## src/rtl/qa_tok_pkg.sv

```systemverilog
package qa_tok_pkg;
  localparam int TOK_W = 4;
  localparam int ANS_W = 2;

  typedef enum logic [1:0] {
    TAP_Q3Q2  = 2'b00,
    TAP_Q3Q0  = 2'b01,
    TAP_Q3Q1  = 2'b10,
    TAP_ALL   = 2'b11
  } tap_e;

  typedef enum logic [1:0] {
    MIX_CNT   = 2'b00,
    MIX_LFSR  = 2'b01,
    MIX_XOR   = 2'b10,
    MIX_XREV  = 2'b11
  } mix_e;
endpackage

```

## src/rtl/qa_tok_counter.sv

```systemverilog
module qa_tok_counter #(
  parameter int W = 4
) (
  input  logic         clk,
  input  logic         rst,
  input  logic         load,
  input  logic         adv,
  output logic [W-1:0] cnt_q,
  output logic [W-1:0] cnt_d,
  output logic         wrap
);
  localparam logic [W-1:0] CNT_MAX = {W{1'b1}};

  always_comb begin
    wrap  = 1'b0;
    cnt_d = cnt_q;
    if (load) begin
      cnt_d = '0;
    end else if (adv) begin
      cnt_d = cnt_q + 1'b1;
      wrap  = (cnt_q == CNT_MAX);
    end
  end

  always_ff @(posedge clk) begin
    if (rst) cnt_q <= '0;
    else     cnt_q <= cnt_d;
  end

  // a good event without load adds one
  a_r3_count_up: assert property (@(posedge clk) disable iff (rst)
    (adv && !load) |=> (cnt_q == W'($past(cnt_q) + 1'b1)));
  // load clears the counter
  a_r2_load_clear: assert property (@(posedge clk) disable iff (rst)
    load |=> (cnt_q == '0));
endmodule

```

## src/rtl/qa_tok_lfsr.sv

```systemverilog
module qa_tok_lfsr
  import qa_tok_pkg::*;
#(
  parameter int W = 4
) (
  input  logic         clk,
  input  logic         rst,
  input  logic         load,
  input  logic [W-1:0] seed,
  input  tap_e         taps,
  input  logic         step,
  output logic [W-1:0] q,
  output logic [W-1:0] d
);
  logic fb;

  always_comb begin
    unique case (taps)
      TAP_Q3Q2: fb = q[3] ^ q[2];
      TAP_Q3Q0: fb = q[3] ^ q[0];
      TAP_Q3Q1: fb = q[3] ^ q[1];
      default:  fb = ^q;
    endcase
  end

  always_comb begin
    d = q;
    if (load)           d = seed;
    else if (step) begin
      if (q == '0)      d = W'(1);
      else              d = {q[W-2:0], fb};
    end
  end

  always_ff @(posedge clk) begin
    if (rst) q <= '0;
    else     q <= d;
  end

  // zero state steps to one
  a_r6_zero_step: assert property (@(posedge clk) disable iff (rst)
    (step && !load && q == '0) |=> (q == W'(1)));
  // a step from a nonzero state never reaches zero and shifts left
  a_r5_shift: assert property (@(posedge clk) disable iff (rst)
    (step && !load && q != '0) |=> (q != '0 && q[W-1:1] == $past(q[W-2:0])));
  // without step or load the register holds
  a_r4_hold: assert property (@(posedge clk) disable iff (rst)
    (!step && !load) |=> $stable(q));
endmodule

```

## src/rtl/qa_ans_counter.sv

```systemverilog
module qa_ans_counter #(
  parameter int W = 2
) (
  input  logic         clk,
  input  logic         rst,
  input  logic         restore,
  input  logic         ok,
  output logic [W-1:0] cnt_q
);
  localparam logic [W-1:0] FULL = {W{1'b1}};

  always_ff @(posedge clk) begin
    if (rst)                   cnt_q <= FULL;
    else if (restore)          cnt_q <= FULL;
    else if (ok && cnt_q != '0) cnt_q <= cnt_q - 1'b1;
  end

  // restore wins over a correct answer
  a_r9_restore: assert property (@(posedge clk) disable iff (rst)
    restore |=> (cnt_q == FULL));
  // correct answer decrements, saturating at zero
  a_r8_decrement: assert property (@(posedge clk) disable iff (rst)
    (ok && !restore && cnt_q != '0) |=> (cnt_q == W'($past(cnt_q) - 1'b1)));
  a_r8_floor: assert property (@(posedge clk) disable iff (rst)
    (!restore && cnt_q == '0) |=> (cnt_q == '0));
endmodule

```

## src/rtl/qa_token_gen.sv

```systemverilog
module qa_token_gen
  import qa_tok_pkg::*;
#(
  parameter int TW = TOK_W,
  parameter int AW = ANS_W
) (
  input  logic          clk,
  input  logic          rst,
  input  logic          start_i,
  input  logic [TW-1:0] seed_i,
  input  logic [1:0]    taps_i,
  input  logic [1:0]    mix_i,
  input  logic          ans_ok_i,
  input  logic          ans_bad_i,
  input  logic          good_evt_i,
  output logic [TW-1:0] token_o,
  output logic [AW-1:0] ans_cnt_o,
  output logic [TW-1:0] tok_cnt_o
);
  tap_e          taps_q;
  mix_e          mix_q, mix_d;
  logic [TW-1:0] cnt_q, cnt_d, lfsr_q, lfsr_d, lfsr_rev;
  logic          wrap;
  logic [TW-1:0] token_d;

  assign mix_d = start_i ? mix_e'(mix_i) : mix_q;

  always_ff @(posedge clk) begin
    if (rst) begin
      taps_q <= TAP_Q3Q2;
      mix_q  <= MIX_CNT;
    end else if (start_i) begin
      taps_q <= tap_e'(taps_i);
      mix_q  <= mix_e'(mix_i);
    end
  end

  qa_tok_counter #(.W(TW)) u_cnt (
    .clk   (clk),
    .rst   (rst),
    .load  (start_i),
    .adv   (good_evt_i),
    .cnt_q (cnt_q),
    .cnt_d (cnt_d),
    .wrap  (wrap)
  );

  qa_tok_lfsr #(.W(TW)) u_lfsr (
    .clk  (clk),
    .rst  (rst),
    .load (start_i),
    .seed (seed_i),
    .taps (taps_q),
    .step (wrap),
    .q    (lfsr_q),
    .d    (lfsr_d)
  );

  qa_ans_counter #(.W(AW)) u_ans (
    .clk     (clk),
    .rst     (rst),
    .restore (start_i | ans_bad_i | good_evt_i),
    .ok      (ans_ok_i),
    .cnt_q   (ans_cnt_o)
  );

  for (genvar i = 0; i < TW; i++) begin : g_rev
    assign lfsr_rev[i] = lfsr_d[TW-1-i];
  end

  always_comb begin
    unique case (mix_d)
      MIX_CNT:  token_d = cnt_d;
      MIX_LFSR: token_d = lfsr_d;
      MIX_XOR:  token_d = cnt_d ^ lfsr_d;
      default:  token_d = cnt_d ^ lfsr_rev;
    endcase
  end

  always_ff @(posedge clk) begin
    if (rst) token_o <= '0;
    else     token_o <= token_d;
  end

  assign tok_cnt_o = cnt_q;

  // without a strobe the token tracks only counter and LFSR state
  a_r10_cfg_quiet: assert property (@(posedge clk) disable iff (rst)
    (!start_i && !good_evt_i) |=> $stable(token_o));
  // LFSR moves only together with a counter wrap to zero
  a_r4_wrap_link: assert property (@(posedge clk) disable iff (rst)
    (!start_i && !$stable(lfsr_q)) |-> (cnt_q == '0));
endmodule

```

## config.mk

```make
export PLATFORM = sky130hd
export DESIGN_NAME = qa_token_gen
export DESIGN_NICKNAME = d
export VERILOG_FILES = /design/src/rtl/qa_tok_pkg.sv /design/src/rtl/qa_tok_counter.sv /design/src/rtl/qa_tok_lfsr.sv /design/src/rtl/qa_ans_counter.sv /design/src/rtl/qa_token_gen.sv
export SDC_FILE = /design/constraint.sdc
export NUM_CORES = 1
export LEC_CHECK = 0
export BUFFER_PORTS_ARGS = -buffer_cell sky130_fd_sc_hd__buf_2
export CAP_MARGIN = 20
export CORE_MARGIN = 4
export CORE_UTILIZATION = 54
export DETAILED_ROUTE_END_ITERATION = 6
export PLACE_DENSITY = 0.83
export SYNTH_ARGS = -nofsm -noshare
export SYNTH_HDL_FRONTEND = slang
export SYNTH_HIERARCHICAL = 1
export SYNTH_SLANG_ARGS = --single-unit
```

## constraint.sdc

```tcl
create_clock -name clk -period 2.33 [get_ports clk]
set_input_delay 0.466 -clock clk [delete_from_list [all_inputs] [get_ports clk]]
set_output_delay 0.466 -clock clk [all_outputs]
set_load 0.02 [all_outputs]
```

== After elaboration in Yosys (flattened, before gate mapping) ==
Cells that the tools add are included.

* Output and inout bits: 10
* Register bits after elaboration: 18
* Logic and storage cells: 37

* Mux-type cells: 10
* Reductions and logical operators: 7
* Eq/ne operators: 5
* Bitwise gates (word level): 7
* Add/subtract/negate cells: 2

{| class="wikitable"
|+ Operator list
! operator !! count
|-
| 4-bit 2-to-1 mux || 5
|-
| 4-bit case mux with 3 select lines || 1
|-
| 4-bit bitwise XOR || 2
|-
| 4-bit by 1-bit adder with 4-bit output, second input constant || 1
|-
| 2-bit by 1-bit == test with 1-bit output, second input constant || 2
|-
| 2-bit == test, second input constant || 2
|-
| 4-bit == test, second input constant || 1
|-
| 2-bit zero test || 2
|-
| 4-bit zero test || 1
|-
| 4-bit XOR reduction || 1
|-
| 1-bit case mux with 3 select lines || 1
|-
| 1-bit bitwise XOR || 3
|-
| 1-bit 2-to-1 mux || 2
|-
| 2-bit 2-to-1 mux || 1
|-
| 1-bit bitwise OR || 2
|-
| 2-bit nonzero test || 1
|-
| 2-bit OR reduction || 1
|-
| 2-bit by 1-bit subtractor with 2-bit output, second input constant || 1
|-
| 1-bit logical AND || 1
|}

== Logic depth before layout (Yosys ltp) ==
Gate-level depths: netlist (run 1).

* Depth in word-level cells: 7
* Gate-level depth with buffers: 11
* Depth with buffers taken out: 10

== Hierarchy ==
Netlist (run 1), hierarchy kept.

{| class="wikitable"
|+ Modules (own cells, without submodules)
! module !! cells an instance !! times used !! seq. area each (µm²) !! area an instance (µm²)
|-
| qa_token_gen || 68 || 1 || 160.2 || 544.3
|-
| qa_tok_lfsr || 42 || 1 || 80.1 || 347.8
|-
| qa_tok_counter || 25 || 1 || 80.1 || 237.7
|-
| qa_ans_counter || 11 || 1 || 40.0 || 102.6
|}

== Worst setup path before layout (run 1) ==
OpenSTA, ideal clock, no wires.

* Path type: register to register
* Start: register u_cnt.cnt_q[0]
* End: register token_o[2]
* Setup time: 136 ps
* Path slack: 95 ps
* Required time: 2194 ps
* Cell stages (with the launch flop): 10
* Arrival: 2099 ps
* Clock period less this slack: 2235 ps
* Path through: dfxtp_1 > ha_1 > nand4_1 > nor2_1 > clkbuf_2 > mux2i_1 > o21ai_0 > mux2i_1 > o311ai_1 > o211ai_1

* Longest elaborated chain between the ends: 7
* Elaborated cells on any way between the ends: 11

{| class="wikitable"
|+ Ends and longest elaborated chain
! what !! RTL line !! text
|-
| start: declaration || qa_tok_counter.sv:8 || <nowiki>output logic [W-1:0] cnt_q,</nowiki>
|-
| start signal: assignment || qa_tok_counter.sv:27 || <nowiki>else cnt_q <= cnt_d;</nowiki>
|-
| 4-bit == test (*) || qa_tok_counter.sv:21 || <nowiki>wrap = (cnt_q == CNT_MAX);</nowiki>
|-
| 1-bit 2-to-1 mux (*) || qa_tok_counter.sv:19 || <nowiki>end else if (adv) begin</nowiki>
|-
| 1-bit 2-to-1 mux (*) || qa_tok_counter.sv:17 || <nowiki>if (load) begin</nowiki>
|-
| net wrap || qa_token_gen.sv:23 || <nowiki>logic wrap;</nowiki>
|-
| 4-bit 2-to-1 mux (*) || qa_tok_lfsr.sv:29 || <nowiki>else if (step) begin</nowiki>
|-
| 4-bit 2-to-1 mux (*) || qa_tok_lfsr.sv:28 || <nowiki>if (load) d = seed;</nowiki>
|-
| net lfsr_d[2] || qa_token_gen.sv:22 || <nowiki>logic [TW-1:0] cnt_q, cnt_d, lfsr_q, lfsr_d, lfsr_rev;</nowiki>
|-
| 4-bit bitwise XOR || qa_token_gen.sv:75 || <nowiki>MIX_XOR: token_d = cnt_d ^ lfsr_d;</nowiki>
|-
| 4-bit case mux with 3 select lines (*) || qa_token_gen.sv:72 || <nowiki>unique case (mix_d)</nowiki>
|-
| end signal: assignment || qa_token_gen.sv:82 || <nowiki>else token_o <= token_d;</nowiki>
|-
| end: declaration || qa_token_gen.sv:16 || <nowiki>output logic [TW-1:0] token_o,</nowiki>
|}

Mark *: on every way through the listed nets, which the timed path passes. The rest lies on a longest branch.
A chain may end at the register's enable or synchronous reset.

== Worst setup path after layout (run 1) ==
* Start: register u_cnt.cnt_q[1]
* End: register token_o[2]

* Longest elaborated chain between the ends: 7
* Elaborated cells on any way between the ends: 11

{| class="wikitable"
|+ Ends and longest elaborated chain
! what !! RTL line !! text
|-
| 4-bit == test || qa_tok_counter.sv:21 ||
|-
| 1-bit 2-to-1 mux || qa_tok_counter.sv:19 ||
|-
| 1-bit 2-to-1 mux || qa_tok_counter.sv:17 ||
|-
| net wrap || qa_token_gen.sv:23 ||
|-
| 4-bit 2-to-1 mux || qa_tok_lfsr.sv:29 ||
|-
| 4-bit 2-to-1 mux || qa_tok_lfsr.sv:28 ||
|-
| net lfsr_d[1] || qa_token_gen.sv:22 ||
|-
| 4-bit bitwise XOR || qa_token_gen.sv:76 || <nowiki>default: token_d = cnt_d ^ lfsr_rev;</nowiki>
|-
| 4-bit case mux with 3 select lines || qa_token_gen.sv:72 ||
|}

The timed path passes the listed nets, and every way through them passes these cells.

==> impl_metrics.tcl, run 1 <==
set metrics [dict create \
    die_span_x_um 55.8 \
    post-route-period-util_pct 91.3 \
    dpl-instance-area_um2 1420 \
    final_net_count 198 \
    power_mw 0.687 \
    antenna_found_initial 0 \
    timing.hold.worst.class "in -> reg" \
    grt_max_degree 26 \
    drive_above_1_share_pct 27.8 \
    finClkSkew_ns 0.00882 \
    areaGrowthSynthToFinish_pct 19.5 \
    comb_power_share_pct 23.2 \
    mostFrequentLayoutCells "buf_2 (23), nor2_1 (17), dfxtp_1 (17), inv_1 (11), nand2_1 (9)" \
    tritoncts_num_sinks 18 \
    critical_path_buf_inv_count 2 \
    drc 0 \
    post_drt_wl_per_cell_um 13.5 \
    cp_top_family "compound AO/OA/AOI/OAI gates" \
    power.clock.fraction_pct 28.3 \
    preCtsSetupSlack_ns 0.0127 \
    regArea_um2 362 \
    h-tree-depth 1 \
    min_period_ns 2.13 \
    io_pins 24 \
    fin_hold_ws_ns 0.411 \
    drt-initial-drc-count 41 \
    post_cts_hold_buffer_count 0 \
    multi_input_comb_area_um2 826 \
    detail-route-antenna-nets 0 \
    grt_pass1_vias 1031 \
    timing.final.ws_setup_ns 0.203 \
    share_seq_of_total_power_pct 48.6 \
    worstSetupEndpointType "register" \
    die_y_um 55.8 \
    path_max_fanout 7 \
    clk_transition_reported_paths_ns 0.11 \
    cap_viol_max_count 0 \
    worst_max_slew_margin_expressed_relative_to_the_limit_pct 66.0 \
    synthFlopType "dfxtp_1" \
    maxClockFrequency_mhz 470 \
    final-max-slew-violation-count 0 \
    cts-root-buf "clkbuf_4" \
    place.detailed.instances 200 \
    finalInstanceArea_um2 1470 \
    fin_tns_setup_ns 0 \
    cell_internal_pwr_mw 0.486 \
    worst-setup-path-type "reg -> reg" \
    netlist_area_um2 1230 \
    critical-path-slowest-cell "dfxtp_1" \
    cts_buffers 3 \
    max-vdd-ir-drop_mv 0.463 \
    yosys_register_bits 18 \
    clkLatencyLatePin_ns 0.30 \
    route.vias.total 1133 \
    cellLeakagePower_nw 0.643 \
    grt_util_all_layers_pct 18.1 \
    post_layout_nonfiller_instances 204 \
    swShare_pct 29.3 \
    synth_seq_area_share_pct 29.2 \
    transition_at_the_pin_with_the_smallest_max_transition_slack_ns 0.501 \
    timing.reg2reg.setup_slack_ns 0.20 \
    post-cts-setup-buffer-count 0 \
    report.final.setup_viol 0 \
    syn_nets 167 \
    cts_tree "built" \
    cp.arrival_ns 2.31 \
    net-switching-power_mw 0.201 \
    start_kind "register" \
    yosysUniqueCellTypes 40 \
    placement.io_buffers 23 \
    dp_hpwl_um 2120 \
    worstPathCellList "ha_1 -> nand4_1 -> nor2_4 -> buf_4 -> mux2i_1 -> o21ai_0 -> buf_4 -> nand2b_1 -> mux2i_1 -> o311ai_1 -> o211ai_1" \
    synthesis.yosys.warnings 6 \
    core_um2 2190 \
    place.gp.congestion 0.872 \
    status "complete, no violations" \
    die_outline_area_um2 3110 \
    n_antenna_cell 0 \
    synthCells 146 \
    worst_path_largest_cell_delay_ns 0.38 \
    syn_avg_cell_area_um2 8.44 \
    postRouteWirelength_um 2760 \
    rsz_0062_raised_after_global_routing "false" \
    overall_overflow_remaining_after_global_route 0 \
    synth_enable_flop_cells 0 \
    layout_commonest_cell "buf_2" \
    fill_cells 183 \
    drt_pass1_iterations 4 \
    starting_density_of_the_core_pct 56.3 \
    asyncSetResetFlopFracSynth_pct 0 \
    grt_pass1_wl_um 4540 \
    critical_path_required_ns 2.51 \
    placement_rows 17 \
    core_occupancy_in_the_finished_layout_pct 67.2 \
    final_hold_viol_count 0 \
    power_density_nw_per_um2 466 \
    vias_per_cell 5.55 \
    clock_path_buffers 2 \
]
## cell usage after synthesis, types with 2 or more instances
| cell | instances | area, um^2 |
|---|---|---|
| buf_2 | 2 | 10.0 |
| o21ai_0 | 3 | 15.0 |
| xnor2_1 | 3 | 26.3 |
| nand2b_1 | 7 | 43.8 |
| dfxtp_1 | 18 | 360 |
| ha_1 | 7 | 87.6 |
| o311ai_1 | 4 | 35.0 |
| mux2i_2 | 2 | 27.5 |
| a21oi_1 | 2 | 10.0 |
| nand3b_1 | 2 | 15.0 |
| nor2b_1 | 5 | 31.3 |
| mux2i_1 | 8 | 80.1 |
| o211ai_1 | 7 | 52.6 |
| and2_1 | 2 | 12.5 |
| o2111ai_1 | 4 | 35.0 |
| mux2_4 | 2 | 30.0 |
| o32ai_1 | 2 | 17.5 |
| xor2_1 | 2 | 17.5 |
| nand3_1 | 3 | 15.0 |
| inv_1 | 11 | 41.3 |
| nor2_1 | 19 | 71.3 |
| nor3_1 | 5 | 25.0 |
| nand2_1 | 9 | 33.8 |
## sequential cells by signal, indices dropped and copies added (netlist names)
signal and flops:
token_o 4, u_cnt/cnt_q 4, u_lfsr/q 4, mix_q 2, taps_q 2, u_ans/cnt_q 2
## final cells by class
class	count	share of cell area (%)
Tap cell	28	2.38
Multi-Input combinational cell	112	56.1
Inverter	12	3.14
Clock buffer	4	2.46
Timing Repair Buffer	30	11.4
Sequential cell	18	24.6
## power groups by stage
stage	clock network, mW	logic, mW	registers, mW
after floorplan	0	0.0931	0.347
after global placement	0	0.149	0.340
after detailed placement	0	0.156	0.341
after CTS	0.195	0.157	0.334
after global routing	0.217	0.176	0.336
final	0.194	0.159	0.334
## routing by layer
metal | vias to the layer above | part of all wire [%] | global-route usage [%]
met5 | - | 0 | 0
met4 | 0 | 1.3 | 6.25
met3 | 4 | 5.4 | 3.94
met2 | 27 | 51 | 30.6
met1 | 519 | 42 | 22.4
li1 | 583 | - | -
## worst register-to-register path: cells and delay by family (launching register included)
| family | cells | cell delay, ns |
|---|---|---|
| adder cells (fa/ha/maj) | 1 | 0.21 |
| multiplexers | 2 | 0.13 |
| buffers and inverters | 2 | 0.31 |
| flip-flops | 1 | 0.38 |
| AND/OR/NAND/NOR | 3 | 0.45 |
| AO/OA/AOI/OAI | 3 | 0.53 |
## path summary, 6_finish.rpt
| kind | from | to | cells past startpoint |
|---|---|---|---|
| setup / recovery | u_cnt/cnt_q[1] | token_o[2] | 11 |
| hold / removal | taps_i[0] | taps_q[0] | 3 |
| setup reg to reg | u_cnt/cnt_q[1] | token_o[2] | 11 |
| hold reg to reg | u_ans/cnt_q[1] | u_ans/cnt_q[1] | 2 |
## cell families (layout without fill, tap and decap cells)
group	Yosys count	count (layout)	share of synthesized area, %
AO/OA/AOI/OAI	29	29	18.5
XOR/XNOR	5	5	3.55
AND/OR/NAND/NOR	59	59	25.2
adder cells (fa/ha/maj)	7	7	7.11
buffers and inverters	16	46	5.28
multiplexers	12	12	11.2
flip-flops	18	18	29.2
## repair_timing
| action | CTS | global route |
|---|---|---|
| resized for setup | 1 | 6 |
| endpoints found under the setup margin | 1 | 4 |
| pin swaps | 0 | 0 |
Note: power is estimated with default switching activity, not from simulation.
==> inputs of run 2 (changes only) <==
--- a/config.mk
+++ b/config.mk
@@ -8,10 +8,9 @@
 export BUFFER_PORTS_ARGS = -buffer_cell sky130_fd_sc_hd__buf_2
 export CAP_MARGIN = 20
 export CORE_MARGIN = 4
-export CORE_UTILIZATION = 54
+export CORE_UTILIZATION = 53
 export DETAILED_ROUTE_END_ITERATION = 6
 export PLACE_DENSITY = 0.83
 export SYNTH_ARGS = -nofsm -noshare
 export SYNTH_HDL_FRONTEND = slang
-export SYNTH_HIERARCHICAL = 1
 export SYNTH_SLANG_ARGS = --single-unit
==> run 2 against run 1 <==
Against the previous run:
- first-iteration DRC count fell by 46%
- utilization fell by 1.3 points
- final area fell by 9.5%
- highest routed layer unchanged
- clock power rose by 2%
- sequential share of layout area rose by 2.5 points
- critical endpoint is now token_o[0]
==> impl_metrics.tcl, run 2 <==
set metrics [dict create \
    postRouteWirelength_um 2630 \
    clock_path_buffers 2 \
    synth_top_cell_area_share_pct 30.8 \
    drc 0 \
    post-route-period-util_pct 93.1 \
    antenna_found_initial 0 \
    synth_most_common_cell "dfxtp_1" \
    critical_path_required_ns 2.53 \
    post_cts_hold_buffer_count 0 \
    reg_top3 "token_o: 4 flops, u_cnt.cnt_q: 4 flops, u_lfsr.q: 4 flops" \
    fin_hold_ws_ns 0.369 \
    synthFlopType "dfxtp_1" \
    tritoncts_num_sinks 18 \
    h-tree-depth 1 \
    maxClockFrequency_mhz 461 \
    cellLeakagePower_nw 0.629 \
    die_outline_area_um2 3020 \
    synth_top_family_by_area "simple AND/OR/NAND/NOR gates" \
    asyncSetResetFlopFracSynth_pct 0 \
    max-vdd-ir-drop_mv 0.458 \
    core_um2 2020 \
    synth_largest_area_cell "dfxtp_1" \
    finalInstanceArea_um2 1330 \
    worstPathCellList "inv_1 -> ha_1 -> xor2_1 -> a221oi_2 -> a32oi_1 -> mux2i_2 -> a2111oi_1 -> a311o_1" \
    timing.reg2reg.setup_slack_ns 0.16 \
    timing.final.ws_setup_ns 0.162 \
    worstSetupEndpointType "register" \
    die_y_um 55.0 \
    drt_pass1_iterations 4 \
    mostFrequentLayoutCells "buf_2 (23), dfxtp_1 (18), nor2_1 (17), nand2_1 (10)" \
    detail-route-antenna-nets 0 \
    dpl-instance-area_um2 1300 \
    critical_path_buf_inv_count 1 \
    route.vias.total 1063 \
    synth_seq_area_share_pct 30.8 \
    final-max-slew-violation-count 0 \
    timing.hold.worst.class "in -> reg" \
    synthXorXnorAreaFrac_pct 4.49 \
    report.final.setup_viol 0 \
    cp_top_family "compound AO/OA/AOI/OAI gates" \
    netlist_area_um2 1170 \
    post_layout_nonfiller_instances 185 \
    place.detailed.instances 181 \
    cts_buffers 3 \
    grt_pass1_vias 1030 \
    finClkSkew_ns 0.00403 \
    yosysUniqueCellTypes 41 \
    cts_tree "built" \
    power_mw 0.675 \
    placement_rows 16 \
    yosys-mux-area-fraction_pct 13.2 \
    worst_max_slew_margin_expressed_relative_to_the_limit_pct 71.6 \
    yosys.area_share.simple_pct 21.5 \
    cp.arrival_ns 2.36 \
    cap_viol_max_count 0 \
    syn_nets 155 \
    n_antenna_cell 0 \
    post-cts-setup-buffer-count 0 \
    io_pins 24 \
    place.gp.congestion 0.862 \
    min_period_ns 2.17 \
    transition_at_the_pin_with_the_smallest_max_transition_slack_ns 0.426 \
    cts-root-buf "clkbuf_4" \
    areaGrowthSynthToFinish_pct 13.9 \
    final_net_count 180 \
    layout_commonest_cell "buf_2" \
    synth_enable_flop_cells 0 \
    power_density_nw_per_um2 507 \
    grt_util_all_layers_pct 19.9 \
    synth_compound_gate_area_share_pct 15.8 \
    fill_cells 183 \
    die_span_x_um 55.0 \
    synth.cells.most_frequent "dfxtp_1 (18), nor2_1 (17), nand2_1 (10)" \
    post_drt_wl_per_cell_um 14.2 \
    vias_per_cell 5.75 \
    overall_overflow_remaining_after_global_route 0 \
    preCtsSetupSlack_ns 0.181 \
    post_cts_resize_count 0 \
    starting_density_of_the_core_pct 57.9 \
    worst-setup-path-type "reg -> reg" \
    syn_avg_cell_area_um2 8.73 \
    rsz_0062_raised_after_global_routing "false" \
    drive_above_1_share_pct 25.9 \
    final_hold_viol_count 0 \
    grt_pass1_wl_um 4330 \
    synthesis.yosys.warnings 0 \
    yosys_register_bits 18 \
    start_kind "register" \
    placement.io_buffers 23 \
    clk_transition_reported_paths_ns 0.11 \
    core_occupancy_in_the_finished_layout_pct 65.9 \
    dp_hpwl_um 2080 \
    synthCells 134 \
    drt-initial-drc-count 22 \
    worst_path_largest_cell_delay_ns 0.39 \
    ys_top_cells_by_area "dfxtp_1 (31%), mux2i_1 (7.7%), ha_1 (7.5%)" \
    critical-path-slowest-cell "dfxtp_1" \
    fin_tns_setup_ns 0 \
    path_max_fanout 4 \
    clkLatencyLatePin_ns 0.30 \
    post_synth_fa_ha_maj_area_fraction_pct 7.49 \
    grt_max_degree 20 \
    status "complete, no violations" \
]
run 2: cell types whose count changed after synthesis, moves of 4 or more:
| cell | delta |
|---|---|
| nand2b_1 | -5 |
| a31oi_1 | +4 |
| o311ai_1 | -4 |
| o2111ai_1 | -4 |
| o211ai_1 | -4 |
run 2: worst reg2reg max path: stages (launching register included):
cell and delay [ns]:
dfxtp_1 0.39, inv_1 0.09, ha_1 0.30, xor2_1 0.17, a221oi_2 0.25, a32oi_1 0.17, mux2i_2 0.27, a2111oi_1 0.09
a311o_1 0.33
run 2: report_power, final:
| part | leakage [nW] | total, mW | internal, mW | switching [mW] |
|---|---|---|---|---|
| combinational | 0.460 | 0.144 | 0.0593 | 0.0850 |
| sequential | 0.147 | 0.332 | 0.323 | 0.00981 |
| clock | 0.0210 | 0.198 | 0.0953 | 0.103 |
run 2: layout make-up:
type	count	area (um^2)	area share [%]
Clock buffer	4	36.3	2.72
Inverter	9	33.8	2.54
Multi-Input combinational cell	101	731	54.8
Sequential cell	18	360	27.0
Tap cell	27	33.8	2.54
Timing Repair Buffer	26	138	10.3
run 2: kinds of logic after synthesis:
| family | count (synthesis) |
|---|---|
| adder cells (fa/ha/maj) | 7 |
| AO/OA/AOI/OAI | 25 |
| buffers and inverters | 15 |
| XOR/XNOR | 6 |
| multiplexers | 14 |
| flip-flops | 18 |
| AND/OR/NAND/NOR | 49 |
run 2: worst paths after layout:
kind	depth (start not counted)	startpoint	end
max	8	u_lfsr.q[2]	token_o[0]
min	3	ans_bad_i	u_ans.cnt_q[0]
min reg2reg	2	u_ans.cnt_q[1]	u_ans.cnt_q[1]
max reg2reg	8	u_lfsr.q[2]	token_o[0]
run 2: metal layers:
| metal | up-vias | global-route usage [%] | routed length (um) |
|---|---|---|---|
| met5 | - | 0 | 0 |
| met4 | 0 | 8.10 | 29 |
| met3 | 6 | 4.02 | 111 |
| met2 | 26 | 36.8 | 1410 |
| met1 | 510 | 22.0 | 1080 |
| li1 | 521 | - | - |
